===== config.mk =====
export PLATFORM = sky130hd
export DESIGN_NAME = dacDataRegs
export DESIGN_NICKNAME = d
export VERILOG_FILES = /design/src/rtl/dac_regs_pkg.sv /design/src/rtl/dacRegCtrl.sv /design/src/rtl/dacRegPath.sv /design/src/rtl/dacDataRegs.sv
export SDC_FILE = /design/constraint.sdc
export NUM_CORES = 1
export LEC_CHECK = 0
export BUFFER_PORTS_ARGS = -buffer_cell sky130_fd_sc_hd__buf_2
export CAP_MARGIN = 0
export CORE_ASPECT_RATIO = 0.75
export CORE_MARGIN = 2
export CORE_UTILIZATION = 35
export CTS_CLUSTER_SIZE = 8
export DETAILED_ROUTE_END_ITERATION = 8
export SKIP_LAST_GASP = 1
export SYNTH_ARGS = -nofsm -noshare
export SYNTH_HDL_FRONTEND = slang
export SYNTH_SLANG_ARGS = --single-unit

===== constraint.sdc =====
create_clock -name clk -period 6.55 [get_ports clk]
set_input_delay 0.655 -clock clk [delete_from_list [all_inputs] [get_ports clk]]
set_output_delay 0.655 -clock clk [all_outputs]
set_load 0.01 [all_outputs]

===== src/rtl/dac_regs_pkg.sv =====
package dac_regs_pkg;
  localparam int NCH    = 2;
  localparam int DATA_W = 12;
  localparam int BUS_W  = 32;
  localparam int ADDR_W = 4;
  localparam int BYTE_W = 8;
  localparam int LANE_W = 16;

  typedef enum logic [1:0] {
    FMT_R12 = 2'd0,
    FMT_L12 = 2'd1,
    FMT_R8  = 2'd2
  } fmt_e;

  // word addresses of the data registers
  localparam logic [ADDR_W-1:0] A_C1_R12 = 4'd0;
  localparam logic [ADDR_W-1:0] A_C1_L12 = 4'd1;
  localparam logic [ADDR_W-1:0] A_C1_R8  = 4'd2;
  localparam logic [ADDR_W-1:0] A_C2_R12 = 4'd3;
  localparam logic [ADDR_W-1:0] A_C2_L12 = 4'd4;
  localparam logic [ADDR_W-1:0] A_C2_R8  = 4'd5;
  localparam logic [ADDR_W-1:0] A_DU_R12 = 4'd6;
  localparam logic [ADDR_W-1:0] A_DU_L12 = 4'd7;
  localparam logic [ADDR_W-1:0] A_DU_R8  = 4'd8;

  typedef struct packed {
    logic [NCH-1:0] holdWr;
    logic [NCH-1:0] outLoad;
    logic           dual;
    fmt_e           fmt;
  } strobe_t;
endpackage


===== src/rtl/dacRegCtrl.sv =====
module dacRegCtrl
  import dac_regs_pkg::*;
#(
  parameter int SYNC_STAGES = 2
) (
  input  logic              clk,
  input  logic              rstN,
  input  logic              wrEn,
  input  logic [ADDR_W-1:0] wrAddr,
  input  logic [NCH-1:0]    trigEn,
  input  logic [NCH-1:0]    trigSrcExt,
  input  logic [NCH-1:0]    swTrig,
  input  logic [NCH-1:0]    extTrig,
  output strobe_t           strb
);
  logic           hit;
  logic [NCH-1:0] chSel;
  logic           isDual;
  fmt_e           fmtDec;

  always_comb begin
    hit    = 1'b1;
    chSel  = '0;
    isDual = 1'b0;
    fmtDec = FMT_R12;
    unique case (wrAddr)
      A_C1_R12: begin chSel = 2'b01; fmtDec = FMT_R12; end
      A_C1_L12: begin chSel = 2'b01; fmtDec = FMT_L12; end
      A_C1_R8:  begin chSel = 2'b01; fmtDec = FMT_R8;  end
      A_C2_R12: begin chSel = 2'b10; fmtDec = FMT_R12; end
      A_C2_L12: begin chSel = 2'b10; fmtDec = FMT_L12; end
      A_C2_R8:  begin chSel = 2'b10; fmtDec = FMT_R8;  end
      A_DU_R12: begin chSel = 2'b11; isDual = 1'b1; fmtDec = FMT_R12; end
      A_DU_L12: begin chSel = 2'b11; isDual = 1'b1; fmtDec = FMT_L12; end
      A_DU_R8:  begin chSel = 2'b11; isDual = 1'b1; fmtDec = FMT_R8;  end
      default:  hit = 1'b0;
    endcase
  end

  logic [NCH-1:0] loadReq;

  for (genvar c = 0; c < NCH; c++) begin : g_trig
    logic [SYNC_STAGES-1:0] syncQ;
    logic                   extPrev;
    logic                   extEdge;
    logic                   swPend;

    always_ff @(posedge clk) begin
      if (!rstN) begin
        syncQ   <= '0;
        extPrev <= 1'b0;
      end else begin
        syncQ   <= {syncQ[SYNC_STAGES-2:0], extTrig[c]};
        extPrev <= syncQ[SYNC_STAGES-1];
      end
    end

    assign extEdge = syncQ[SYNC_STAGES-1] & ~extPrev;

    always_ff @(posedge clk) begin
      if (!rstN) begin
        swPend <= 1'b0;
      end else begin
        swPend <= (swPend & ~loadReq[c])
                | (swTrig[c] & trigEn[c] & ~trigSrcExt[c]);
      end
    end

    always_comb begin
      if (!trigEn[c])         loadReq[c] = 1'b1;
      else if (trigSrcExt[c]) loadReq[c] = extEdge;
      else                    loadReq[c] = swPend;
    end
  end

  always_comb begin
    strb.holdWr  = (wrEn && hit) ? chSel : '0;
    strb.outLoad = loadReq;
    strb.dual    = isDual;
    strb.fmt     = fmtDec;
  end
endmodule


===== src/rtl/dacRegPath.sv =====
module dacRegPath
  import dac_regs_pkg::*;
(
  input  logic                  clk,
  input  logic                  rstN,
  input  logic [BUS_W-1:0]      wrData,
  input  strobe_t               strb,
  output logic [DATA_W-1:0]     dout [NCH]
);
  localparam int PAD_W  = DATA_W - BYTE_W;
  localparam int LEFT_W = LANE_W - DATA_W;

  for (genvar c = 0; c < NCH; c++) begin : g_ch
    logic [DATA_W-1:0] hold;
    logic [DATA_W-1:0] fieldVal;
    logic              upper;

    assign upper = strb.dual && (c != 0);

    always_comb begin
      unique case (strb.fmt)
        FMT_L12: fieldVal = upper ? wrData[LANE_W+LEFT_W +: DATA_W]
                                  : wrData[LEFT_W +: DATA_W];
        FMT_R8:  fieldVal = upper ? {wrData[BYTE_W +: BYTE_W], {PAD_W{1'b0}}}
                                  : {wrData[0 +: BYTE_W], {PAD_W{1'b0}}};
        default: fieldVal = upper ? wrData[LANE_W +: DATA_W]
                                  : wrData[0 +: DATA_W];
      endcase
    end

    always_ff @(posedge clk) begin
      if (!rstN) begin
        hold    <= '0;
        dout[c] <= '0;
      end else begin
        if (strb.holdWr[c])  hold    <= fieldVal;
        if (strb.outLoad[c]) dout[c] <= hold;
      end
    end
  end
endmodule


===== src/rtl/dacDataRegs.sv =====
module dacDataRegs
  import dac_regs_pkg::*;
(
  input  logic              clk,
  input  logic              rstN,
  input  logic              wrEn,
  input  logic [ADDR_W-1:0] wrAddr,
  input  logic [BUS_W-1:0]  wrData,
  input  logic [NCH-1:0]    trigEn,
  input  logic [NCH-1:0]    trigSrcExt,
  input  logic [NCH-1:0]    swTrig,
  input  logic [NCH-1:0]    extTrig,
  output logic [DATA_W-1:0] dout1,
  output logic [DATA_W-1:0] dout2
);
  strobe_t           strb;
  logic [DATA_W-1:0] doutArr [NCH];

  dacRegCtrl #(.SYNC_STAGES(2)) u_ctrl (
    .clk(clk), .rstN(rstN), .wrEn(wrEn), .wrAddr(wrAddr),
    .trigEn(trigEn), .trigSrcExt(trigSrcExt), .swTrig(swTrig),
    .extTrig(extTrig), .strb(strb)
  );

  dacRegPath u_path (
    .clk(clk), .rstN(rstN), .wrData(wrData), .strb(strb), .dout(doutArr)
  );

  assign dout1 = doutArr[0];
  assign dout2 = doutArr[1];
endmodule


==> results_dict.tcl <==
set metrics [dict create \
    period_needed_ns 3.408 \
    timing.rr.end "u_path.dout[5]$_SDFFE_PN0P_" \
    start_util_pct 35.94 \
    fin_area_um2 3745 \
    synthCells 375 \
    io_buffers 70 \
    power_frac_clock_pct 35.8 \
    final_cells 533 \
    wl_per_cell_um 16.37 \
    core-area_um2 9009 \
    hp-class "register to register" \
    antenna_cells 0 \
    final_common_cell "buf_2" \
    synthToLayoutAreaGrowth_pct 15.65 \
    cts_resized 0 \
    hold_viol_final 0 \
    first_pass_iters 5 \
    ir_drop_uv 125.9 \
    crit_end "u_path.g_ch[0].hold[3]$_SDFFE_PN0P_" \
    num_vias 2916 \
    synth.distinct_cells 52 \
    grt_pass1_wl_um 13760 \
    internal-power_uw 608.8 \
    row_count 30 \
    crit_path_max_fanout 39 \
    hpwl_um 6282 \
    status "finished, final reports clean" \
    globalplace.congestion 0.8255 \
    tns_ns 0 \
    track_usage_pct 17.80 \
    fill_cells 921 \
    io_pins 71 \
    nets 469 \
    start_kind "primary input" \
    grt_setup_unrepaired "no" \
    p_leak_uw 0.001567 \
    rr_startpoint "u_ctrl.g_trig[1].syncQ[1]$_SDFF_PN0_" \
    fp.dieH_um 87.30 \
    ys_seq_elements 56 \
    post-route-period-util_pct 52.03 \
    end_kind "register" \
    cts_tree "done" \
    p_seq_share_pct 43.9 \
    finalHoldWorstSlack_ns 0.4365 \
    drc_errors 0 \
    pre_cts_slack_ns 2.915 \
    hold_buffers 0 \
    synth-edff-count 0 \
    required_ns 6.74 \
    routed_wl_um 8723 \
    viasPerCell 5.471 \
    overflow 0 \
    grt_max_degree 59 \
    path_class "primary input to register" \
    async_flop_share_pct 0 \
    final_max_slew_viol_count 0 \
    seqCellArea_um2 1121 \
    multi_input_area_um2 1921 \
    syn_nets 424 \
    cts.sinks 56 \
    antenna_found_initial 0 \
    finalSetupViolations 0 \
    postCtsSetupBuffers 0 \
    final_cell_mix "70 x buf_2, 56 x dfxtp_1, 40 x nor2b_1, 32 x mux2i_1, 30 x o21ai_0" \
    ff2ff_path_depth 5 \
    dieWidth_um 115.1 \
    clock_latency_ns 0.29 \
    rrSetupSlack_ns 5.35 \
    syn_area_um2 3238 \
    cts_root_buffer "clkbuf_16" \
    startpoint "wrAddr[2]" \
    avgSynthCellArea_um2 8.635 \
    fmax_mhz 293.4 \
    post-place-cells 525 \
    cts.path.max_buffers 2 \
    h-tree-depth 2 \
    worst_slew_pin_slew_ns 1.147 \
    cp.arrival_ns 3.59 \
    path_clk_slew_ns 0.07 \
    die_area_um2 10050 \
    power.switching_uw 227.0 \
    ys.flop_type "dfxtp_1" \
    p_per_area_nw_per_um2 223.2 \
    timing.slew.headroom_pct 23.56 \
    power.share.switching_pct 27.16 \
    comb_power_share_pct 20.3 \
    maxCapViolations 0 \
    layout_setup_ws_ns 3.142 \
    grt_pass1_vias 2647 \
    fin_skew_ns 0.007058 \
    ys_warn_count 0 \
    drt_iter0_drc 232 \
    placed_area_um2 3581 \
    ys_seq_area_share_pct 34.62 \
    cts_made_buffers 5 \
    ant_nets 0 \
    drive_gt1_share_pct 23.28 \
]
[power by group through the flow]
stage          Combinational (uW)  Clock (uW)  Sequential [uW]
2_1_floorplan                 116           0              374
3_3_place_gp                  165           0              375
3_5_place_dp                  168           0              375
4_1_cts                       169         306              367
5_1_grt                       188         322              369
6_report                      170         299              367
[how the worst min path moves through the flow]
| stage | endpoint | cells after the start | slack [ns] | startpoint |
|---|---|---|---|---|
| 6_report | u_ctrl.g_trig[0].syncQ[1]$_SDFF_PN0_ | 1 | 0.44 | u_ctrl.g_trig[0].syncQ[0]$_SDFF_PN0_ |
| 4_1_cts | u_ctrl.g_trig[0].syncQ[1]$_SDFF_PN0_ | 1 | 0.44 | u_ctrl.g_trig[0].syncQ[0]$_SDFF_PN0_ |
| 2_1_floorplan | u_ctrl.g_trig[0].syncQ[1]$_SDFF_PN0_ | 1 | 0.41 | u_ctrl.g_trig[0].syncQ[0]$_SDFF_PN0_ |
| 3_3_place_gp | u_ctrl.g_trig[1].syncQ[1]$_SDFF_PN0_ | 1 | 0.42 | u_ctrl.g_trig[1].syncQ[0]$_SDFF_PN0_ |
| 3_5_place_dp | u_ctrl.g_trig[0].syncQ[1]$_SDFF_PN0_ | 1 | 0.42 | u_ctrl.g_trig[0].syncQ[0]$_SDFF_PN0_ |
| 5_1_grt | u_ctrl.g_trig[1].syncQ[1]$_SDFF_PN0_ | 1 | 0.45 | u_ctrl.g_trig[1].syncQ[0]$_SDFF_PN0_ |
[layer usage]
layer | up-vias | track usage [%] | wire (um)
met3 | 6 | 4.384 | 527
met5 | - | 0 | 0
met2 | 99 | 27.01 | 3720
met4 | 0 | 2.629 | 40
li1 | 1452 | - | -
met1 | 1359 | 25.99 | 4435
[sequential cells by signal (all words and copies together) (netlist names)]
name,flops
u_path.dout,24
u_path.g_ch.hold,24
u_ctrl.g_trig.syncQ,4
u_ctrl.g_trig.swPend,2
u_ctrl.g_trig.extPrev,2
[final cells by class]
| class | count | area share, % |
|---|---|---|
| clock buffer | 6 | 3.441 |
| clock inverter | 2 | 0.9355 |
| inverter | 7 | 0.7016 |
| multi-input combinational | 277 | 51.29 |
| sequential | 56 | 29.94 |
| tap | 112 | 3.742 |
| timing repair buffer | 73 | 9.957 |
[worst max-delay path, cell delays in order]
cell and delay [ns]:
buf_2 0.39, nor2b_1 0.20, nor3_1 0.05, a211o_1 0.31
ha_1 1.05, nor2b_1 0.38, a22oi_1 0.28, nand2_1 0.09
o211a_1 0.16
[cells in the mapped netlist, types with 3 or more instances]
cell type / count / area [um2]
o21a_1: 3 / 22.52
nor2b_1: 40 / 250.2
mux2i_1: 32 / 320.3
a22oi_1: 13 / 97.59
nand2_1: 26 / 97.59
o221ai_1: 6 / 52.55
nor3b_1: 11 / 82.58
nor2_1: 17 / 63.81
and2_1: 8 / 50.05
nand3_1: 3 / 15.01
dfxtp_1: 56 / 1121
o22ai_1: 6 / 37.54
o221a_1: 3 / 33.78
a21oi_1: 16 / 80.08
nand2b_1: 6 / 37.54
o211a_1: 4 / 40.04
clkbuf_1: 22 / 82.58
mux2_2: 7 / 78.83
buf_2: 6 / 30.03
nor3_1: 5 / 25.02
o21bai_1: 3 / 22.52
inv_1: 7 / 26.28
o21ai_0: 30 / 150.1
o221a_2: 5 / 56.30
[stage by stage]
stage	utilization (%)	power [uW]
finish	41.57	835.9
detailed placement	39.75	543.1
floorplan	-	490.1
CTS	41.57	842.1
global route	41.57	879.3
global placement	39.75	539.7
[cell families (layout without fill, tap and decap cells)]
| group | Yosys count | in the layout | share of synthesized area, % |
|---|---|---|---|
| adder cells (fa/ha/maj) | 2 | 2 | 0.7727 |
| buffers and inverters | 42 | 88 | 6.067 |
| AND/OR/NAND/NOR | 123 | 123 | 20.98 |
| AO/OA/AOI/OAI | 113 | 113 | 25.23 |
| flip-flops | 56 | 56 | 34.62 |
| multiplexers | 39 | 39 | 12.33 |
No activity file was read; power rests on OpenSTA's default activity.
